--- src/rtl/syn_row.sv ---
module syn_row #(
  parameter int NCOL      = 8,
  parameter int AW        = 6,
  parameter int WW        = 6,
  parameter int PULSE_CYC = 4,
  localparam int CIW = (NCOL > 1) ? $clog2(NCOL) : 1,
  localparam int CW  = $clog2(PULSE_CYC + 1)
) (
  input  logic               clk,
  input  logic               rst_n,
  input  logic               ev_valid,
  input  logic [AW-1:0]      ev_addr,
  input  logic               line_sel,
  input  logic               cfg_we,
  input  logic [CIW-1:0]     cfg_col,
  input  logic [AW-1:0]      cfg_addr,
  input  logic [WW-1:0]      cfg_weight,
  output logic [NCOL-1:0]    pulse_en,
  output logic [NCOL*WW-1:0] pulse_wt,
  output logic [NCOL-1:0]    dend_a,
  output logic [NCOL-1:0]    dend_b,
  output logic [NCOL-1:0]    pre_evt
);

  for (genvar c = 0; c < NCOL; c++) begin : g_col
    logic [AW-1:0] adr_q;
    logic [WW-1:0] wt_q, hold_wt;
    logic [CW-1:0] cnt;
    logic          hold_sel, pre_q;
    logic          hit, fire, wr;

    assign hit  = ev_valid && (adr_q == ev_addr);
    assign fire = hit && (wt_q != '0);
    assign wr   = cfg_we && (cfg_col == CIW'(c));

    always_ff @(posedge clk) begin
      if (!rst_n) begin
        adr_q    <= '0;
        wt_q     <= '0;
        hold_wt  <= '0;
        hold_sel <= 1'b0;
        cnt      <= '0;
        pre_q    <= 1'b0;
      end else begin
        pre_q <= hit;
        if (fire) begin
          cnt      <= CW'(PULSE_CYC);
          hold_wt  <= wt_q;
          hold_sel <= line_sel;
        end else if (cnt != '0) begin
          cnt <= cnt - 1'b1;
        end
        if (wr) begin
          adr_q <= cfg_addr;
          wt_q  <= cfg_weight;
        end
      end
    end

    assign pulse_en[c]          = (cnt != '0);
    assign pulse_wt[c*WW +: WW] = pulse_en[c] ? hold_wt : '0;
    assign dend_a[c]            = pulse_en[c] & ~hold_sel;
    assign dend_b[c]            = pulse_en[c] &  hold_sel;
    assign pre_evt[c]           = pre_q;
  end

endmodule

--- config.mk ---
export PLATFORM = sky130hd
export DESIGN_NAME = syn_row
export DESIGN_NICKNAME = d
export VERILOG_FILES = /design/src/rtl/syn_row.sv
export SDC_FILE = /design/constraint.sdc
export NUM_CORES = 1
export LEC_CHECK = 0
export BUFFER_PORTS_ARGS = -buffer_cell sky130_fd_sc_hd__buf_2
export CAP_MARGIN = 20
export CELL_PAD_IN_SITES_DETAIL_PLACEMENT = 0
export CELL_PAD_IN_SITES_GLOBAL_PLACEMENT = 1
export CORE_MARGIN = 5
export CORE_UTILIZATION = 36
export CTS_CLUSTER_SIZE = 25
export DETAILED_ROUTE_END_ITERATION = 7
export GPL_TIMING_DRIVEN = 0
export PLACE_DENSITY = 0.74
export SKIP_LAST_GASP = 1
export SLEW_MARGIN = 10
export SYNTH_ARGS = -nofsm -noshare
export SYNTH_HDL_FRONTEND = slang
export SYNTH_SLANG_ARGS = --single-unit
--- constraint.sdc ---
create_clock -name clk -period 1.6 [get_ports clk]
set_input_delay 0.24 -clock clk [delete_from_list [all_inputs] [get_ports clk]]
set_output_delay 0.24 -clock clk [all_outputs]
set_load 0.01 [all_outputs]
==> results of run 1 <==
[report_power, final]
part	internal [mW]	switching, mW	total [mW]	leakage (nW)
Sequential	4.93	0.235	5.17	1.51
Clock	2.19	1.83	4.03	0.261
Combinational	2.79	2.31	5.10	2.70
Total	9.92	4.38	14.3	4.47
[per-layer routing]
layer	up-vias	track usage	part of all wire
met5	-	0	0
met4	0	0.0484	0.011
met2	139	0.302	0.47
li1	3612	-	-
met3	21	0.0337	0.054
met1	3357	0.249	0.47
[repair_timing]
| item | CTS | global route |
|---|---|---|
| setup endpoints to repair | 136 | 145 |
| gates cloned | 11 | 3 |
| resized for setup | 148 | 145 |
| setup buffers | 54 | 18 |
| pin swaps | 73 | 79 |
| hold endpoints to repair | 0 | 0 |
[final cells by class]
| cell class | count | area, sq um |
|---|---|---|
| Timing Repair Buffer | 162 | 1370 |
| Multi-Input combinational cell | 707 | 4870 |
| Fill cell | 2195 | 11300 |
| Tap cell | 313 | 392 |
| Inverter | 19 | 71.3 |
| Sequential cell | 184 | 3730 |
| Clock buffer | 22 | 454 |
| Clock inverter | 10 | 97.6 |
| Buffer | 73 | 473 |
[cell usage after synthesis (all sizes together)]
library cell and count:
a2111o 1, a211oi 6, a21boi 111, a21oi 3, a31o 1, a32o 15
and2 58, and2b 1, and3 5, buf 36, clkbuf 46, dfxtp 184
ha 16, inv 19, mux2i 13, nand2 248, nand2b 13, nand3 43
nand3b 1, nand4 7, nor2 31, nor2b 13, nor3 8, nor4 6
o21ai 26, o221ai 1, o31a 3, o31ai 4, or2b 1, or3 2
or4 10, xnor2 36, xor2 16
[registers in the layout, indices dropped and copies added (netlist names)]
name	count
g_col.adr_q	48
g_col.cnt	24
g_col.hold_sel	8
g_col.hold_wt	48
g_col.pre_q	8
g_col.wt_q	48
[path summary, 6_finish.rpt]
| check | from | to | slack (ps) | cells past startpoint |
|---|---|---|---|---|
| hold reg to reg | g_col[4].hold_wt[2] | g_col[4].hold_wt[2] | 450 | 2 |
| setup reg to reg | g_col[5].adr_q[2] | g_col[5].hold_wt[4] | -130 | 5 |
| setup / recovery | g_col[5].adr_q[2] | g_col[5].hold_wt[4] | -130 | 5 |
| hold / removal | line_sel | g_col[5].hold_sel | 130 | 3 |
[logic make-up (layout without fill, tap and decap cells)]
family / count (synthesis) / in the layout / synth area share
fa+ha+maj: 16 / 16 / 0.0239
compound gates: 171 / 171 / 0.153
xor+xnor: 52 / 52 / 0.0544
flops: 184 / 184 / 0.440
mux: 13 / 13 / 0.0155
simple gates: 447 / 455 / 0.250
buf+inv: 101 / 286 / 0.0634
[tightest hold or removal path: stages]
cell      delay [ps]
buf_2            130
nand3b_1          90
a21boi_1          60
==> reports/metrics.yaml, run 1 <==
sta:
  clock_skew_ps: 8.57
  rsz0062_at_grt: "yes"
  fin_tns_setup_ps: -2630
  worstMarginPinSlew_ps: 858
  relSlewSlack: 0.428
  timing.final.crit_share: 1.08
  hold_viol: 0
  holdWs_ps: 129
  fmax_mhz: 578
  final.setup.worst_slack_ps: -130
  slew_violations: 0
  finalSetupViolCount: 45
  layout_min_cycle_time_ps: 1730
grt:
  grt_usage: 0.184
  antenna_found_initial: 0
  grt_pass1_vias: 6900
  overflow: 0
  grt_max_degree: 17
  grt_pass1_wl_um: 37800
drt:
  drt_pass1_iterations: 4
  drtIter0Drc: 332
  drc: 0
  drt-wirelength-per-cell_um: 16.4
  ant_nets: 0
  num_vias: 7129
  viasPerCell: 4.78
  wirelength_um: 24400
clocking:
  cts_buffers: 17
  clockBufferDepth: 2
  cts_tree: "yes"
  cts_sinks: 184
  clkTransAtPathRegs_ps: 70
  htree_levels: 4
  cts_root_buffer: "clkbuf_16"
  insertion_delay_ps: 430
  cts_hold_buf: 0
floorplan:
  die-area_sq_um: 26400
  ios: 106
  chipHeight_um: 162
  num_rows: 55
  core-area_sq_um: 22800
  initial_utilization: 0.367
  die_w_um: 162
min_path:
  min_path_type: "primary input to register"
layout:
  drive_gt1_frac: 0.356
  antenna_cells: 0
  final_nets: 1206
  final_cells: 1490
  utilization: 0.503
  layout_commonest_cell: "nand2_1"
  stdcell_area_sq_um: 11500
  area_growth_pct: 37.0
  final_cell_mix: "244 x nand2_1, 144 x dfxtp_1, 100 x a21boi_0, 90 x buf_4, 73 x buf_6"
logic_synthesis:
  synth_area_per_cell_sq_um: 8.50
  yosysWarningCount: 0
  synth_area_sq_um: 8370
  synthesis.nets: 1026
  syn_inst: 984
  ys_ff_latch: 184
  ys_seq_area_frac: 0.440
  yosys.area.top_type: "dfxtp_1"
  synth_area_leaders: "dfxtp_1 44%, nand2_1 11%, a21boi_0 9.2%"
  yosysTopAreaCellShare: 0.440
  ys_types: 46
placement:
  dp_hpwl_um: 15900
  placed_cells: 1381
  portBuffers: 84
  gp_congestion: 0.787
  place_ws_ps: -323
  placed_area_sq_um: 9230
setup_path:
  cp_data_arrival_time_ps: 2060
  cp-start-kind: "register"
  cp.required_ps: 1930
  cp.buffers_inverters: 0
  path_delay_family: "compound AO/OA/AOI/OAI gates"
  path_class: "register to register"
  cp_max_fo: 7
  end_kind: "register"
  worstPathCellList: "nor2b_4 > a2111o_1 > or4_4 > o21ai_1 > a21boi_1"
  cp_slowest_cell: "or4_4"
  max_stage_delay_ps: 510
pwr:
  p_leak_nw: 4.47
  power.density_nw_per_um2: 1250
  power_mw: 14.3
  ir_drop_v: 0.000725
run_status:
  violations: "setup timing"
  outcome: "finished, violations left"
job:
  max_cap_violations: 0
Power figures use the tool's default switching activity.
==> run 2, diff against run 1 <==
Settings changed: CORE_ASPECT_RATIO from default to 1.25.
==> run 2 against run 1 <==
  * The flow still finishes with violations (setup timing)
  * Global-route usage is essentially flat
  * Combinational power is 3% lower
  * Clock power up 10%
  * Non-clock buffer count is 8 lower
  * Wire length is 0.61% higher
  * Hold slack got worse by 22 ps
  * Sequential share of layout area about the same
  * Sequential power about the same
  * Largest power group unchanged
  * Highest routed layer is now met5
==> reports/metrics.yaml, run 2 (synthesized netlist as in run 1, its figures left out) <==
floorplan:
  core-area_sq_um: 23000
  die-area_sq_um: 26400
  num_rows: 62
  chipHeight_um: 180
  die_w_um: 146
  ios: 106
  initial_utilization: 0.364
setup_path:
  ff2ff_setup_slack_ps: -110
  timing.rr.end: "g_col[7].hold_sel"
  cp_data_arrival_time_ps: 2060
  worstPathCellList: "or4_1 > o31a_1 > nand4_1 > buf_6 > nand3_1 > o21ai_0"
  path_class: "register to register"
  cp.required_ps: 1940
  cp_max_fo: 5
  cp_slowest_cell: "or4_1"
  r2r_cells: 6
  max_stage_delay_ps: 510
  cp-start-kind: "register"
  r2r_start: "g_col[7].wt_q[5]"
  end_kind: "register"
sta:
  slew_violations: 0
  rsz0062_at_grt: "yes"
  hold_viol: 0
  finalSetupViolCount: 42
  clock_skew_ps: 11.0
  layout_min_cycle_time_ps: 1710
  worstMarginPinSlew_ps: 837
  fin_tns_setup_ps: -2450
  fmax_mhz: 584
  relSlewSlack: 0.442
  final.setup.worst_slack_ps: -114
  timing.final.crit_share: 1.07
drt:
  num_vias: 7110
  drt-wirelength-per-cell_um: 16.9
  ant_nets: 0
  drt_pass1_iterations: 4
  wirelength_um: 24600
  drtIter0Drc: 336
  drc: 0
  viasPerCell: 4.88
pwr:
  p_int_mw: 10.2
  ir_drop_v: 0.000747
  clockPowerShare: 0.305
  seqPwrFrac: 0.355
  power.density_nw_per_um2: 1270
  p_sw_mw: 4.35
  combPwrFrac: 0.339
  swShare: 0.299
  p_leak_nw: 4.43
clocking:
  cts_buffers: 17
  cts_root_buffer: "clkbuf_16"
  htree_levels: 4
  clockBufferDepth: 2
  cts_tree: "yes"
  insertion_delay_ps: 440
  clkTransAtPathRegs_ps: 70
  cts_sinks: 184
grt:
  grt_max_degree: 17
  grt_pass1_wl_um: 38200
  antenna_found_initial: 1
  grt_pass1_vias: 6982
  overflow: 0
  grt_usage: 0.184
layout:
  reg_top3: "g_col.adr_q x48, g_col.hold_wt x48, g_col.wt_q x48"
  drive_gt1_frac: 0.356
  nFillCells: 2193
  final_cell_mix: "243 x nand2_1, 149 x dfxtp_1, 97 x a21boi_0, 85 x buf_4, 70 x buf_6"
  antenna_cells: 0
  final_nets: 1198
  final_cells: 1456
  layout_commonest_cell: "nand2_1"
  area_growth_pct: 36.8
min_path:
  holdCritStartpoint: "line_sel"
  min_path_type: "primary input to register"
  hold_depth: 3
  holdPathEnd: "g_col[5].hold_sel"
run_status:
  outcome: "finished, violations left"
  violations: "setup timing"
placement:
  placed_cells: 1356
  portBuffers: 84
  dp_hpwl_um: 16000
  gp_congestion: 0.780
job:
  max_cap_violations: 0
## run 2: changes by cell type in the layout (fill, tap and decap cells not counted), moves of 4 or more
cell	delta
nand3_1	-10
nand3_2	+10
a21boi_1	+5
buf_4	-5
dfxtp_1	+5
dfxtp_2	-5
xnor2_1	+5
xnor2_2	-5
clkbuf_1	-4
## run 2: repair_timing
| item | CTS | global route |
|---|---|---|
| pin swaps | 80 | 98 |
| setup buffers | 48 | 16 |
| endpoints found under the setup margin | 143 | 145 |
| hold buffers | 0 | 0 |
| cloned | 14 | 0 |
| resized for setup | 141 | 155 |
## run 2: worst max-delay path, delay by kind of cell, from the launching register on
family          cells  cell delay, ps
simple gates        3             770
compound gates      2             370
flops               1             330
buf+inv             1             160
## run 2: area by class of cell
cell class,instances,area (sq um),share of cell area
flip-flops and latches,184,3730,0.326
clock inverters,10,144,0.0126
repair buffers,154,1300,0.114
clock buffers,21,480,0.0420
inverters,19,73.8,0.00645
plain buffers,73,473,0.0413
well taps,288,360,0.0315
multi-input cells,707,4890,0.427
## run 2: metal layers
| metal | wire, um | global-route usage |
|---|---|---|
| met5 | 13 | 0 |
| met4 | 320 | 0.0493 |
| met3 | 1100 | 0.0423 |
| met2 | 12500 | 0.318 |
| met1 | 10700 | 0.229 |
## run 2: worst max-delay path by stage
stage	from	endpoint	cells after the start
global route	g_col[5].adr_q[0]	g_col[5].hold_wt[1]	5
global placement	ev_addr[4]	g_col[3].hold_wt[4]	6
finish	g_col[7].wt_q[5]	g_col[7].hold_sel	6
CTS	g_col[6].wt_q[2]	g_col[6].hold_wt[4]	7
detailed placement	ev_addr[4]	g_col[3].hold_wt[4]	6
floorplan	ev_addr[2]	g_col[5].hold_wt[0]	6
## run 2: through the flow
stage / cell area [sq um] / hold WS, ps / worst slack (ps) / power, mW / utilization
2_1_floorplan: 8410 / 403 / -76.9 / 7.17 / -
3_3_place_gp: 9190 / 436 / -290 / 7.92 / 0.400
3_5_place_dp: 9190 / 438 / -290 / 7.99 / 0.400
4_1_cts: 10700 / 85.4 / -124 / 14.0 / 0.466
5_1_grt: 11400 / 110 / -188 / 15.3 / 0.499
6_report: 11400 / 107 / -114 / 14.6 / 0.499
## run 2: power groups by stage
| stage | Sequential, mW | Clock, mW | Combinational (mW) |
|---|---|---|---|
| after global routing | 5.22 | 4.68 | 5.41 |
| after detailed placement | 5.17 | 0 | 2.82 |
| after global placement | 5.16 | 0 | 2.76 |
| final | 5.17 | 4.44 | 4.94 |
| after floorplan | 5.14 | 0 | 2.04 |
| after CTS | 5.16 | 4.49 | 4.38 |
==> run 3, diff against run 2 <==
Settings changed: CAP_MARGIN 20 to 10, CORE_UTILIZATION 36 to 44, PLACE_DENSITY 0.74 to 0.84.
Clock period 1.6 ns to 1.9 ns, I/O delays scaled along.
==> run 3 against run 2 <==
  * The flow now finishes without violations
  * Sequential power decreased by 17%
  * Register-to-register slack better by 220 ps
  * Total power decreased by 27%
  * Sequential share of layout area up 5.0 points
  * Via count shrank 4.3%
  * Sequential cell count stayed put
  * Clock power is 17% lower
  * Core utilization is 2.4 points higher
  * Critical path type is now register to primary output
  * Critical endpoint is now pulse_wt[40]
  * Largest power group unchanged
==> reports/metrics.yaml, run 3 (synthesized netlist as in run 1, its figures left out) <==
setup_path:
  cp.buffers_inverters: 3
  max_stage_delay_ps: 320
  cp_data_arrival_time_ps: 1550
  cp-start-kind: "register"
  r2r_cells: 5
  path_delay_family: "buffers and inverters"
  path_class: "register to primary output"
  cp_slowest_cell: "dfxtp_2"
  end_kind: "primary output"
  cp.required_ps: 1620
  worstPathCellList: "inv_1 > ha_2 > nand2b_4 > clkbuf_16 > and2_1 > buf_2"
  cp_max_fo: 5
  crit_cells: 6
drt:
  ant_nets: 0
  wirelength_um: 22000
  num_vias: 6804
  viasPerCell: 5.13
  drc: 0
  drt-wirelength-per-cell_um: 16.6
  drt_pass1_iterations: 5
  drtIter0Drc: 388
clocking:
  cts_root_buffer: "clkbuf_16"
  insertion_delay_ps: 430
  cts_hold_buf: 0
  htree_levels: 4
  cts_tree: "yes"
  clockBufferDepth: 2
  clkTransAtPathRegs_ps: 70
  cts_buffers: 17
  cts_sinks: 184
layout:
  final_nets: 1124
  area_growth_pct: 17.2
  multi_input_area_sq_um: 4240
  reg_top3: "g_col.adr_q x48, g_col.hold_wt x48, g_col.wt_q x48"
  stdcell_area_sq_um: 9810
  nFillCells: 1824
  antenna_cells: 0
  drive_gt1_frac: 0.163
  final_cell_mix: "248 x nand2_1, 183 x dfxtp_1, 103 x a21boi_0, 86 x buf_2, 58 x and2_1"
  seq_area_sq_um: 3680
  layout_commonest_cell: "nand2_1"
grt:
  grt_usage: 0.203
  grt_max_degree: 17
  grt_pass1_vias: 6474
  antenna_found_initial: 0
  grt_pass1_wl_um: 34500
  overflow: 0
sta:
  finalSetupViolCount: 0
  relSlewSlack: 0.499
  slew_violations: 0
  layout_min_cycle_time_ps: 1830
  hold_viol: 0
  rsz0062_at_grt: "yes"
  timing.final.crit_share: 0.965
  worstMarginPinSlew_ps: 752
  clock_skew_ps: 5.57
  fmax_mhz: 545
  fin_tns_setup_ps: 0
placement:
  placed_area_sq_um: 9080
  gp_congestion: 0.852
  dp_hpwl_um: 15200
  portBuffers: 84
run_status:
  outcome: "finished clean"
floorplan:
  initial_utilization: 0.446
  num_rows: 56
  ios: 106
  chipHeight_um: 164
  die-area_sq_um: 21900
  die_w_um: 133
  core-area_sq_um: 18800
min_path:
  hold_depth: 3
  min_path_type: "primary input to register"
pwr:
  ir_drop_v: 0.000488
  power.density_nw_per_um2: 1080
  p_leak_nw: 3.89
job:
  max_cap_violations: 0
==> run 3: cell types whose count changed in the layout (fill, tap and decap cells not counted), moves of 15 or more <==
cell / delta
dfxtp_2: -34
and2_1: +50
and2_4: -50
nand3_1: +20
inv_1: +16
dfxtp_1: +34
buf_2: +54
nand3_2: -20
buf_4: -58
buf_6: -65
inv_2: -15
==> run 3: metrics by stage <==
step | setup WS, ps | power [mW] | cells | utilization | hold WS [ps]
final | 65.9 | 10.6 | 1327 | 0.522 | 154
after global routing | -18.2 | 11.1 | 1327 | 0.522 | 158
after CTS | 12.0 | 10.4 | 1326 | 0.516 | 141
after detailed placement | -84.5 | 6.73 | 1300 | 0.483 | 441
after global placement | -105 | 6.65 | 1300 | 0.483 | 435
after floorplan | 172 | 6.03 | 984 | - | 425
==> run 3: what timing repair did <==
action	CTS	global route
buffers inserted	1	0
cloned	0	1
resized for setup	10	22
hold endpoints to repair	0	0
endpoints found under the setup margin	72	58
==> run 3: final timing paths <==
path,startpoint,endpoint,slack (ps)
min reg2reg,g_col[4].hold_wt[3],g_col[4].hold_wt[3],440
min,line_sel,g_col[5].hold_sel,150
max,g_col[6].cnt[0],pulse_wt[40],70
max reg2reg,g_col[5].adr_q[0],g_col[5].cnt[1],110
==> run 3: cell type report <==
class / count / share of cell area
multi-input combinational: 699 / 0.432
sequential: 184 / 0.376
clock buffer: 21 / 0.0470
buffer: 75 / 0.0467
timing repair buffer: 86 / 0.0462
tap: 232 / 0.0296
clock inverter: 11 / 0.0151
inverter: 19 / 0.00727
==> run 3: per-layer routing <==
layer / track usage / wire [um] / up-vias
met4: 0.0622 / 325 / 0
met2: 0.349 / 10700 / 143
met5: 0 / 0 / -
met1: 0.256 / 9760 / 3203
met3: 0.0444 / 1180 / 19
li1: - / - / 3439
==> run 3: tightest hold or removal path, stage by stage <==
cell      delay [ps]
buf_2            120
nand3b_1          80
a21boi_1          60
==> run 3: power by group <==
part | internal, mW | total, mW | switching (mW)
registers | 4.13 | 4.28 | 0.151
clock network | 2.14 | 3.67 | 1.53
logic | 1.18 | 2.61 | 1.43
